==> src/rtl/lwk_pkg.sv <==
package lwk_pkg;

   typedef enum logic [2:0] {
      ST_OFF   = 3'd0,
      ST_IDLE  = 3'd1,
      ST_MON   = 3'd2,
      ST_FLOAT = 3'd3,
      ST_SHORT = 3'd4,
      ST_DONE  = 3'd5
   } lwk_state_e;

   localparam logic [1:0] LP_NONE   = 2'd0;
   localparam logic [1:0] LP_SILENT = 2'd1;

   typedef struct packed {
      logic txd;
      logic above_hi;
      logic dom;
      logic below_lo;
   } lwk_bus_t;

   function automatic logic wake_allowed(input logic [1:0] mode, input logic txd);
      return (mode == LP_SILENT) ? txd : 1'b1;
   endfunction

endpackage

==> src/rtl/lwk_sync.sv <==
module lwk_sync #(
   parameter int               WIDTH   = 1,
   parameter int               STAGES  = 2,
   parameter logic [WIDTH-1:0] RST_VAL = '0
) (
   input  logic             clk_i,
   input  logic             rst_ni,
   input  logic [WIDTH-1:0] d_i,
   output logic [WIDTH-1:0] q_o
);

   if (STAGES < 0 || STAGES > 4) begin : g_bad_stages
      $error("lwk_sync: STAGES must lie in 0..4");
   end

   if (STAGES == 0) begin : g_bypass
      assign q_o = d_i;
   end else begin : g_chain
      logic [WIDTH-1:0] stg_q [STAGES];
      always_ff @(posedge clk_i or negedge rst_ni) begin
         if (!rst_ni) begin
            for (int i = 0; i < STAGES; i++) stg_q[i] <= RST_VAL;
         end else begin
            stg_q[0] <= d_i;
            for (int i = 1; i < STAGES; i++) stg_q[i] <= stg_q[i-1];
         end
      end
      assign q_o = stg_q[STAGES-1];
   end

endmodule

==> src/rtl/lwk_edge.sv <==
module lwk_edge #(
   parameter int WIDTH = 1
) (
   input  logic             clk_i,
   input  logic             rst_ni,
   input  logic [WIDTH-1:0] d_i,
   output logic [WIDTH-1:0] rise_o,
   output logic [WIDTH-1:0] fall_o
);

   logic [WIDTH-1:0] d_q;

   always_ff @(posedge clk_i or negedge rst_ni) begin
      if (!rst_ni) d_q <= '0;
      else         d_q <= d_i;
   end

   assign rise_o = d_i & ~d_q;
   assign fall_o = ~d_i & d_q;

endmodule

==> src/rtl/lwk_timer.sv <==
module lwk_timer #(
   parameter int LIMIT = 16
) (
   input  logic clk_i,
   input  logic rst_ni,
   input  logic clr_i,
   input  logic en_i,
   output logic hit_o
);

   localparam int            CW  = $clog2(LIMIT + 1);
   localparam logic [CW-1:0] TOP = CW'(LIMIT - 1);
   localparam logic [CW-1:0] ONE = CW'(1);

   if (LIMIT < 1) begin : g_bad_limit
      $error("lwk_timer: LIMIT must be at least 1");
   end

   logic [CW-1:0] cnt_q;

   assign hit_o = en_i && (cnt_q == TOP);

   always_ff @(posedge clk_i or negedge rst_ni) begin
      if (!rst_ni)                cnt_q <= '0;
      else if (clr_i)             cnt_q <= '0;
      else if (en_i && !hit_o)    cnt_q <= cnt_q + ONE;
   end

endmodule

==> src/rtl/lwk_dom_filter.sv <==
module lwk_dom_filter #(
   parameter int TBUS_CYC = 16
) (
   input  logic clk_i,
   input  logic rst_ni,
   input  logic track_i,
   input  logic dom_i,
   input  logic rise_i,
   input  logic fall_i,
   output logic long_o
);

   localparam int            CNT_MAX = TBUS_CYC + 1;
   localparam int            CW      = $clog2(CNT_MAX + 1);
   localparam logic [CW-1:0] SAT     = CW'(CNT_MAX);
   localparam logic [CW-1:0] THR     = CW'(TBUS_CYC);
   localparam logic [CW-1:0] ONE     = CW'(1);

   logic          seen_q;
   logic [CW-1:0] cnt_q;

   always_ff @(posedge clk_i or negedge rst_ni) begin
      if (!rst_ni) begin
         seen_q <= 1'b0;
         cnt_q  <= '0;
      end else if (!track_i || fall_i) begin
         seen_q <= 1'b0;
         cnt_q  <= '0;
      end else if (rise_i) begin
         seen_q <= 1'b1;
         cnt_q  <= ONE;
      end else if (seen_q && dom_i && cnt_q < SAT) begin
         cnt_q  <= cnt_q + ONE;
      end
   end

   assign long_o = seen_q && (cnt_q > THR);

endmodule

==> src/rtl/lwk_fsm.sv <==
module lwk_fsm
   import lwk_pkg::*;
(
   input  logic       clk_i,
   input  logic       rst_ni,
   input  logic [1:0] lp_mode_i,
   input  logic       below_lo_i,
   input  logic       dom_i,
   input  logic       txd_i,
   input  logic       dom_fall_i,
   input  logic       dom_long_i,
   input  logic       mon_hit_i,
   input  logic       rearm_hit_i,
   output lwk_state_e state_o,
   output logic       wake_o,
   output logic       rx_en_o,
   output logic       term_en_o
);

   lwk_state_e st_q, st_n;
   logic       wake_q, wake_n;
   logic       lp_on, ok;

   assign lp_on = (lp_mode_i != LP_NONE);
   assign ok    = wake_allowed(lp_mode_i, txd_i);

   always_comb begin
      st_n   = st_q;
      wake_n = 1'b0;
      if (!lp_on) begin
         st_n = ST_OFF;
      end else begin
         case (st_q)
            ST_OFF:   st_n = ST_IDLE;
            ST_IDLE:  if (below_lo_i) st_n = ST_MON;
            ST_MON: begin
               if (dom_fall_i && dom_long_i && ok) begin
                  wake_n = 1'b1;
                  st_n   = ST_DONE;
               end else if (mon_hit_i) begin
                  if (dom_i)           st_n = ST_SHORT;
                  else if (below_lo_i) st_n = ST_FLOAT;
                  else                 st_n = ST_IDLE;
               end
            end
            ST_FLOAT: if (rearm_hit_i) st_n = ST_IDLE;
            ST_SHORT: begin
               if (dom_fall_i) begin
                  if (ok) begin
                     wake_n = 1'b1;
                     st_n   = ST_DONE;
                  end else begin
                     st_n   = ST_IDLE;
                  end
               end
            end
            ST_DONE:  st_n = ST_DONE;
            default:  st_n = ST_OFF;
         endcase
      end
   end

   always_ff @(posedge clk_i or negedge rst_ni) begin
      if (!rst_ni) begin
         st_q   <= ST_OFF;
         wake_q <= 1'b0;
      end else begin
         st_q   <= st_n;
         wake_q <= wake_n;
      end
   end

   assign state_o   = st_q;
   assign wake_o    = wake_q;
   assign rx_en_o   = (st_q == ST_MON);
   assign term_en_o = (st_q == ST_OFF) || (st_q == ST_DONE);

endmodule

==> src/rtl/lin_wake_det.sv <==
module lin_wake_det
   import lwk_pkg::*;
#(
   parameter int SYNC_STAGES = 2,
   parameter int TBUS_CYC    = 11250,
   parameter int TMON_CYC    = 1250000,
   parameter int REARM_CYC   = 500
) (
   input  logic       clk_i,
   input  logic       rst_ni,
   input  logic [1:0] lp_mode_i,
   input  logic       bus_below_lo_i,
   input  logic       bus_dom_i,
   input  logic       bus_above_hi_i,
   input  logic       txd_i,
   output logic       wake_o,
   output logic       rx_en_o,
   output logic       term_en_o
);

   localparam int BUS_W = $bits(lwk_bus_t);

   if (TBUS_CYC < 1) begin : g_bad_tbus
      $error("lin_wake_det: TBUS_CYC must be at least 1");
   end
   if (TMON_CYC <= TBUS_CYC) begin : g_bad_tmon
      $error("lin_wake_det: TMON_CYC must exceed TBUS_CYC");
   end
   if (REARM_CYC < 1) begin : g_bad_rearm
      $error("lin_wake_det: REARM_CYC must be at least 1");
   end

   lwk_bus_t   bus_raw, bus_s;
   logic       txd_s;
   logic       dom_rise_w, dom_fall_w, dom_long_w;
   logic       mon_hit_w, rearm_hit_w;
   logic       lp_on, track_w, float_hi_w;
   lwk_state_e st_w;

   assign bus_raw = '{txd: txd_i, above_hi: bus_above_hi_i,
                      dom: bus_dom_i, below_lo: bus_below_lo_i};

   lwk_sync #(
      .WIDTH   (BUS_W),
      .STAGES  (SYNC_STAGES),
      .RST_VAL (BUS_W'(4'b1100))
   ) sync_i (
      .clk_i  (clk_i),
      .rst_ni (rst_ni),
      .d_i    (bus_raw),
      .q_o    (bus_s)
   );

   assign txd_s = bus_s.txd;

   lwk_edge #(.WIDTH(1)) edge_i (
      .clk_i  (clk_i),
      .rst_ni (rst_ni),
      .d_i    (bus_s.dom),
      .rise_o (dom_rise_w),
      .fall_o (dom_fall_w)
   );

   assign lp_on   = (lp_mode_i != LP_NONE);
   assign track_w = lp_on && ((st_w == ST_IDLE) || (st_w == ST_MON));

   lwk_dom_filter #(.TBUS_CYC(TBUS_CYC)) filt_i (
      .clk_i   (clk_i),
      .rst_ni  (rst_ni),
      .track_i (track_w),
      .dom_i   (bus_s.dom),
      .rise_i  (dom_rise_w),
      .fall_i  (dom_fall_w),
      .long_o  (dom_long_w)
   );

   lwk_timer #(.LIMIT(TMON_CYC)) mon_tmr_i (
      .clk_i  (clk_i),
      .rst_ni (rst_ni),
      .clr_i  (st_w != ST_MON),
      .en_i   (st_w == ST_MON),
      .hit_o  (mon_hit_w)
   );

   assign float_hi_w = (st_w == ST_FLOAT) && bus_s.above_hi;

   lwk_timer #(.LIMIT(REARM_CYC)) rearm_tmr_i (
      .clk_i  (clk_i),
      .rst_ni (rst_ni),
      .clr_i  (!float_hi_w),
      .en_i   (float_hi_w),
      .hit_o  (rearm_hit_w)
   );

   lwk_fsm fsm_i (
      .clk_i       (clk_i),
      .rst_ni      (rst_ni),
      .lp_mode_i   (lp_mode_i),
      .below_lo_i  (bus_s.below_lo),
      .dom_i       (bus_s.dom),
      .txd_i       (txd_s),
      .dom_fall_i  (dom_fall_w),
      .dom_long_i  (dom_long_w),
      .mon_hit_i   (mon_hit_w),
      .rearm_hit_i (rearm_hit_w),
      .state_o     (st_w),
      .wake_o      (wake_o),
      .rx_en_o     (rx_en_o),
      .term_en_o   (term_en_o)
   );

endmodule

==> config.mk <==
export PLATFORM = sky130hd
export DESIGN_NAME = lin_wake_det
export DESIGN_NICKNAME = d
export VERILOG_FILES = /design/src/rtl/lwk_pkg.sv /design/src/rtl/lwk_sync.sv /design/src/rtl/lwk_edge.sv /design/src/rtl/lwk_timer.sv /design/src/rtl/lwk_dom_filter.sv /design/src/rtl/lwk_fsm.sv /design/src/rtl/lin_wake_det.sv
export SDC_FILE = /design/constraint.sdc
export NUM_CORES = 1
export LEC_CHECK = 0
export BUFFER_PORTS_ARGS = -buffer_cell sky130_fd_sc_hd__buf_4
export CAP_MARGIN = 0
export CORE_MARGIN = 5
export CORE_UTILIZATION = 60
export DETAILED_ROUTE_END_ITERATION = 10
export GPL_ROUTABILITY_DRIVEN = 0
export GPL_TIMING_DRIVEN = 0
export PLACE_DENSITY = 0.78
export SKIP_LAST_GASP = 1
export SLEW_MARGIN = 40
export SYNTH_ARGS = -nofsm -noshare
export SYNTH_HDL_FRONTEND = slang
export SYNTH_SLANG_ARGS = --single-unit
==> constraint.sdc <==
create_clock -name clk_i -period 4.1 [get_ports clk_i]
set_input_delay 0.82 -clock clk_i [delete_from_list [all_inputs] [get_ports clk_i]]
set_output_delay 0.82 -clock clk_i [all_outputs]
set_load 0.03 [all_outputs]
==> impl_metrics.xml <==
<?xml version="1.0" encoding="UTF-8"?>
<metrics>
  <group name="logic_synthesis">
    <metric name="synth_top_flop_cell" unit="">sky130_fd_sc_hd__dfrtp_1</metric>
    <metric name="synthesis.nets" unit="">311</metric>
    <metric name="syn-instance-count" unit="">299</metric>
    <metric name="synth_area" unit="um2">2920</metric>
    <metric name="postSynth.asyncResetShare" unit="%">100</metric>
    <metric name="synthesis.yosys.warnings" unit="">0</metric>
    <metric name="synth-seq-area-share" unit="%">49.9</metric>
    <metric name="syn_avg_cell_area" unit="um2">9.76</metric>
    <metric name="netlist-cell-type-count" unit="">48</metric>
    <metric name="synth_enable_flop_cells" unit="">0</metric>
    <metric name="postSynthRegisterBits" unit="">58</metric>
  </group>
  <group name="floorplanning">
    <metric name="starting_density_of_the_core" unit="%">61.8</metric>
    <metric name="std_cell_rows" unit="">25</metric>
    <metric name="die_h" unit="um">79.8</metric>
    <metric name="die_area" unit="um2">6360</metric>
    <metric name="design.core.area" unit="um2">4720</metric>
    <metric name="die-width" unit="um">79.8</metric>
    <metric name="top_level_ports" unit="">11</metric>
  </group>
  <group name="clock_tree">
    <metric name="clock-root-buffer" unit="">sky130_fd_sc_hd__clkbuf_8</metric>
    <metric name="clock-sinks" unit="">58</metric>
    <metric name="worst_setup_hold_path_clk_slew" unit="ns">0.06</metric>
    <metric name="cts_max_level" unit="">3</metric>
    <metric name="cts_setup_buffers" unit="">0</metric>
    <metric name="postCtsHoldBufs" unit="">0</metric>
    <metric name="cts_tree" unit="">yes</metric>
    <metric name="cts-root-to-sink-buffers" unit="">2</metric>
    <metric name="clock_latency" unit="ns">0.34</metric>
    <metric name="cts-buffers-inserted" unit="">9</metric>
    <metric name="cts_resized" unit="">0</metric>
  </group>
  <group name="timing">
    <metric name="timing.clock.skew" unit="ns">0.00653</metric>
    <metric name="timing.final.setup_violations" unit="">0</metric>
    <metric name="timing.final.crit_share" unit="%">57.0</metric>
    <metric name="setup-tns-final" unit="ns">0</metric>
    <metric name="worstMarginPinSlew" unit="ns">0.859</metric>
    <metric name="slew-limit-headroom" unit="%">42.7</metric>
    <metric name="grt_setup_unrepaired" unit="">no</metric>
    <metric name="achievable-frequency" unit="MHz">428</metric>
    <metric name="layout_setup_ws" unit="ns">1.76</metric>
    <metric name="hold_viol" unit="">0</metric>
    <metric name="layout_min_cycle_time" unit="ns">2.34</metric>
    <metric name="finalMaxSlewViolations" unit="">0</metric>
  </group>
  <group name="pwr">
    <metric name="leakagePower" unit="nW">1.27</metric>
    <metric name="peak_supply_drop" unit="mV">0.260</metric>
    <metric name="power-per-cell-area" unit="nW/um2">434</metric>
  </group>
  <group name="detailed_routing">
    <metric name="avgRoutedWirePerCell" unit="um">13.8</metric>
    <metric name="dr_total_vias" unit="">2236</metric>
    <metric name="dr.first_iter.drc_count" unit="">145</metric>
    <metric name="number_of_detailed_route_iterations_in_the_first_pass" unit="">4</metric>
    <metric name="routed_via_density" unit="">5.70</metric>
    <metric name="antenna_violating_nets_post_route" unit="">0</metric>
    <metric name="remaining_drc_errors" unit="">0</metric>
    <metric name="drt_wl_total" unit="mm">5.42</metric>
  </group>
  <group name="worst_hold_path">
    <metric name="worstHoldPathCells" unit="">0</metric>
    <metric name="worst_hold_path.endpoint" unit="">sync_i.q_o[0]$_DFF_PN0_</metric>
    <metric name="hp-start" unit="">sync_i.g_chain.stg_q[4]$_DFF_PN0_</metric>
    <metric name="worst_hold_path_type" unit="">reg -&gt; reg</metric>
  </group>
  <group name="finish">
    <metric name="filler_cell_count" unit="">342</metric>
    <metric name="diodes" unit="">0</metric>
    <metric name="final_layout_size_suffix_gt1_share" unit="%">12.9</metric>
    <metric name="num-nets-final" unit="">332</metric>
    <metric name="final_core_util" unit="%">69.1</metric>
    <metric name="area_growth_syn_to_layout" unit="%">11.7</metric>
  </group>
  <group name="critical_path">
    <metric name="regToRegSetupSlack" unit="ns">1.92</metric>
    <metric name="crit_arrival" unit="ns">1.52</metric>
    <metric name="data_required_time_at_the_worst_endpoint" unit="ns">3.28</metric>
    <metric name="cp_slowest_cell" unit="">sky130_fd_sc_hd__dfrtp_1</metric>
    <metric name="launching_element_type_of_the_critical_path" unit="">flop</metric>
    <metric name="critical-path-max-stage-delay" unit="ns">0.44</metric>
    <metric name="path_max_fanout" unit="">7</metric>
    <metric name="end_kind" unit="">output port</metric>
    <metric name="setup.worst_path.class" unit="">reg -&gt; out</metric>
    <metric name="crit_path_frequent_cell" unit="">sky130_fd_sc_hd__inv_1</metric>
    <metric name="critical_register_to_register_path_startpoint" unit="">filt_i.cnt_q[4]$_DFFE_PN0P_</metric>
    <metric name="crit_family" unit="">buffers and inverters</metric>
    <metric name="worst-path-buf-inv" unit="">3</metric>
    <metric name="worst-r2r-cell-count" unit="">5</metric>
    <metric name="reg2reg_to" unit="">fsm_i.state_o[1]$_DFFE_PN0P_</metric>
    <metric name="cp_cell_sequence" unit="">inv_1 &gt; nand3b_1 &gt; inv_1 &gt; buf_4</metric>
  </group>
  <group name="run">
    <metric name="drv_cap" unit="">0</metric>
  </group>
  <group name="place">
    <metric name="dp_slack" unit="ns">1.79</metric>
    <metric name="port_buffers" unit="">10</metric>
    <metric name="total_half_perimeter_wirelength_after_legalization_and_detailed_placement" unit="mm">3.79</metric>
  </group>
  <group name="global_routing">
    <metric name="grt_pass1_wl" unit="mm">9.92</metric>
    <metric name="grt_util_all_layers" unit="%">20.0</metric>
    <metric name="globalRoute.totalOverflow" unit="">0</metric>
    <metric name="number_of_global_route_vias_before_repair" unit="">2193</metric>
    <metric name="number_of_antenna_violations_at_the_first_check_in_global_routing" unit="">0</metric>
    <metric name="grt_max_degree" unit="">59</metric>
  </group>
  <group name="run_status">
    <metric name="run_status" unit="">finished, final reports clean</metric>
  </group>
</metrics>
## stage by stage
step / instance area, um2 / hold WS, ns / cells / total power [mW]
final: 3260 / 0.352 / 392 / 1.42
after global routing: 3260 / 0.367 / 392 / 1.49
after CTS: 3260 / 0.354 / 392 / 1.43
after detailed placement: 3080 / 0.340 / 376 / 0.970
after global placement: 3080 / 0.334 / 376 / 0.964
after floorplan: 2920 / 0.331 / 299 / 0.879
## cell usage after synthesis, types with 2 or more instances
library cell               number  area share, %
sky130_fd_sc_hd__nor2_1        44            5.7
sky130_fd_sc_hd__mux2i_1        2           0.69
sky130_fd_sc_hd__xor2_1        15            4.5
sky130_fd_sc_hd__clkbuf_1       6           0.77
sky130_fd_sc_hd__nand3_1       16            2.7
sky130_fd_sc_hd__nor2b_1        3           0.64
sky130_fd_sc_hd__ha_1           4            1.7
sky130_fd_sc_hd__nor3_1        13            2.2
sky130_fd_sc_hd__nor3b_1        3           0.77
sky130_fd_sc_hd__o211ai_1       3           0.77
sky130_fd_sc_hd__xnor2_1       17            5.1
sky130_fd_sc_hd__a211oi_1       2           0.51
sky130_fd_sc_hd__and3_1         5            1.1
sky130_fd_sc_hd__dfrtp_1       54             46
sky130_fd_sc_hd__dfstp_2        4            3.6
sky130_fd_sc_hd__o21ai_0        8            1.4
sky130_fd_sc_hd__nand2b_1       2           0.43
sky130_fd_sc_hd__a21oi_1       11            1.9
sky130_fd_sc_hd__and2_1         3           0.64
sky130_fd_sc_hd__nand2_1       18            2.3
sky130_fd_sc_hd__o21a_1         2           0.51
sky130_fd_sc_hd__nor4b_1        2           0.60
sky130_fd_sc_hd__nand4_1       10            2.1
sky130_fd_sc_hd__or3_1          8            1.7
sky130_fd_sc_hd__nor4_1        11            2.4
sky130_fd_sc_hd__o31ai_2        2           0.86
sky130_fd_sc_hd__nand3b_1       2           0.51
sky130_fd_sc_hd__inv_1          8            1.0
sky130_fd_sc_hd__o31ai_1        2           0.51
## layout make-up
type	count	area [um2]	area share (%)
Sequential cell	58	1460	44.6
Multi-Input combinational cell	225	1400	43.0
Clock buffer	11	141	4.33
Tap cell	67	83.8	2.57
Timing Repair Buffer	10	75.1	2.30
Buffer	8	41.3	1.27
Clock inverter	5	30.0	0.921
Inverter	8	30.0	0.921
## routing by layer
metal	up-vias	GRT usage [%]	wire (um)
li1	1115	-	-
met4	0	11.7	112
met2	34	29.9	2500
met1	1075	26.9	2610
met3	12	4.18	197
met5	-	0	0
## logic make-up after synthesis
group | synth area share (%)
compound gates | 9.39
xor+xnor | 9.60
fa+ha+maj | 1.71
buf+inv | 2.44
flops | 49.9
mux | 0.686
simple gates | 26.3
## power breakdown
part | total, mW | internal (mW) | switching (mW)
Combinational | 0.318 | 0.120 | 0.198
Clock | 0.455 | 0.232 | 0.223
Sequential | 0.643 | 0.607 | 0.0357
## sequential cells by signal, summed over array words and instances, names as in the netlist, 3 cells and up
| signal | cells |
|---|---|
| filt_i.cnt_q | 14 |
| fsm_i.state_o | 3 |
| mon_tmr_i.cnt_q | 21 |
| rearm_tmr_i.cnt_q | 9 |
| sync_i.g_chain.stg_q | 4 |
| sync_i.q_o | 4 |
## placed cells by master, fill, tap and decap left out, types with 4 or more instances in the layout
master / count
sky130_fd_sc_hd__dfstp_2: 4
sky130_fd_sc_hd__xnor2_1: 17
sky130_fd_sc_hd__or3_1: 8
sky130_fd_sc_hd__nor4_1: 9
sky130_fd_sc_hd__clkbuf_8: 10
sky130_fd_sc_hd__ha_1: 4
sky130_fd_sc_hd__and3_1: 5
sky130_fd_sc_hd__clkbuf_1: 7
sky130_fd_sc_hd__nand4_1: 10
sky130_fd_sc_hd__dfrtp_1: 54
sky130_fd_sc_hd__nor3_1: 13
sky130_fd_sc_hd__nand3_1: 16
sky130_fd_sc_hd__buf_4: 11
sky130_fd_sc_hd__a21oi_1: 11
sky130_fd_sc_hd__inv_1: 8
sky130_fd_sc_hd__xor2_1: 15
sky130_fd_sc_hd__nand2_1: 18
sky130_fd_sc_hd__o21ai_0: 8
sky130_fd_sc_hd__nor2_1: 44
## worst max-delay path by stage
stage,endpoint,slack (ns),cells after the start,startpoint
2_1_floorplan,term_en_o,2.00,3,fsm_i.state_o[0]$_DFFE_PN0P_
5_1_grt,rx_en_o,1.67,4,fsm_i.state_o[2]$_DFFE_PN0P_
3_3_place_gp,fsm_i.state_o[1]$_DFFE_PN0P_,1.79,6,lp_mode_i[1]
6_report,rx_en_o,1.76,4,fsm_i.state_o[2]$_DFFE_PN0P_
4_1_cts,rx_en_o,1.77,4,fsm_i.state_o[2]$_DFFE_PN0P_
3_5_place_dp,filt_i.cnt_q[5]$_DFFE_PN0P_,1.79,6,lp_mode_i[1]
No activity file was read; power rests on OpenSTA's default activity.
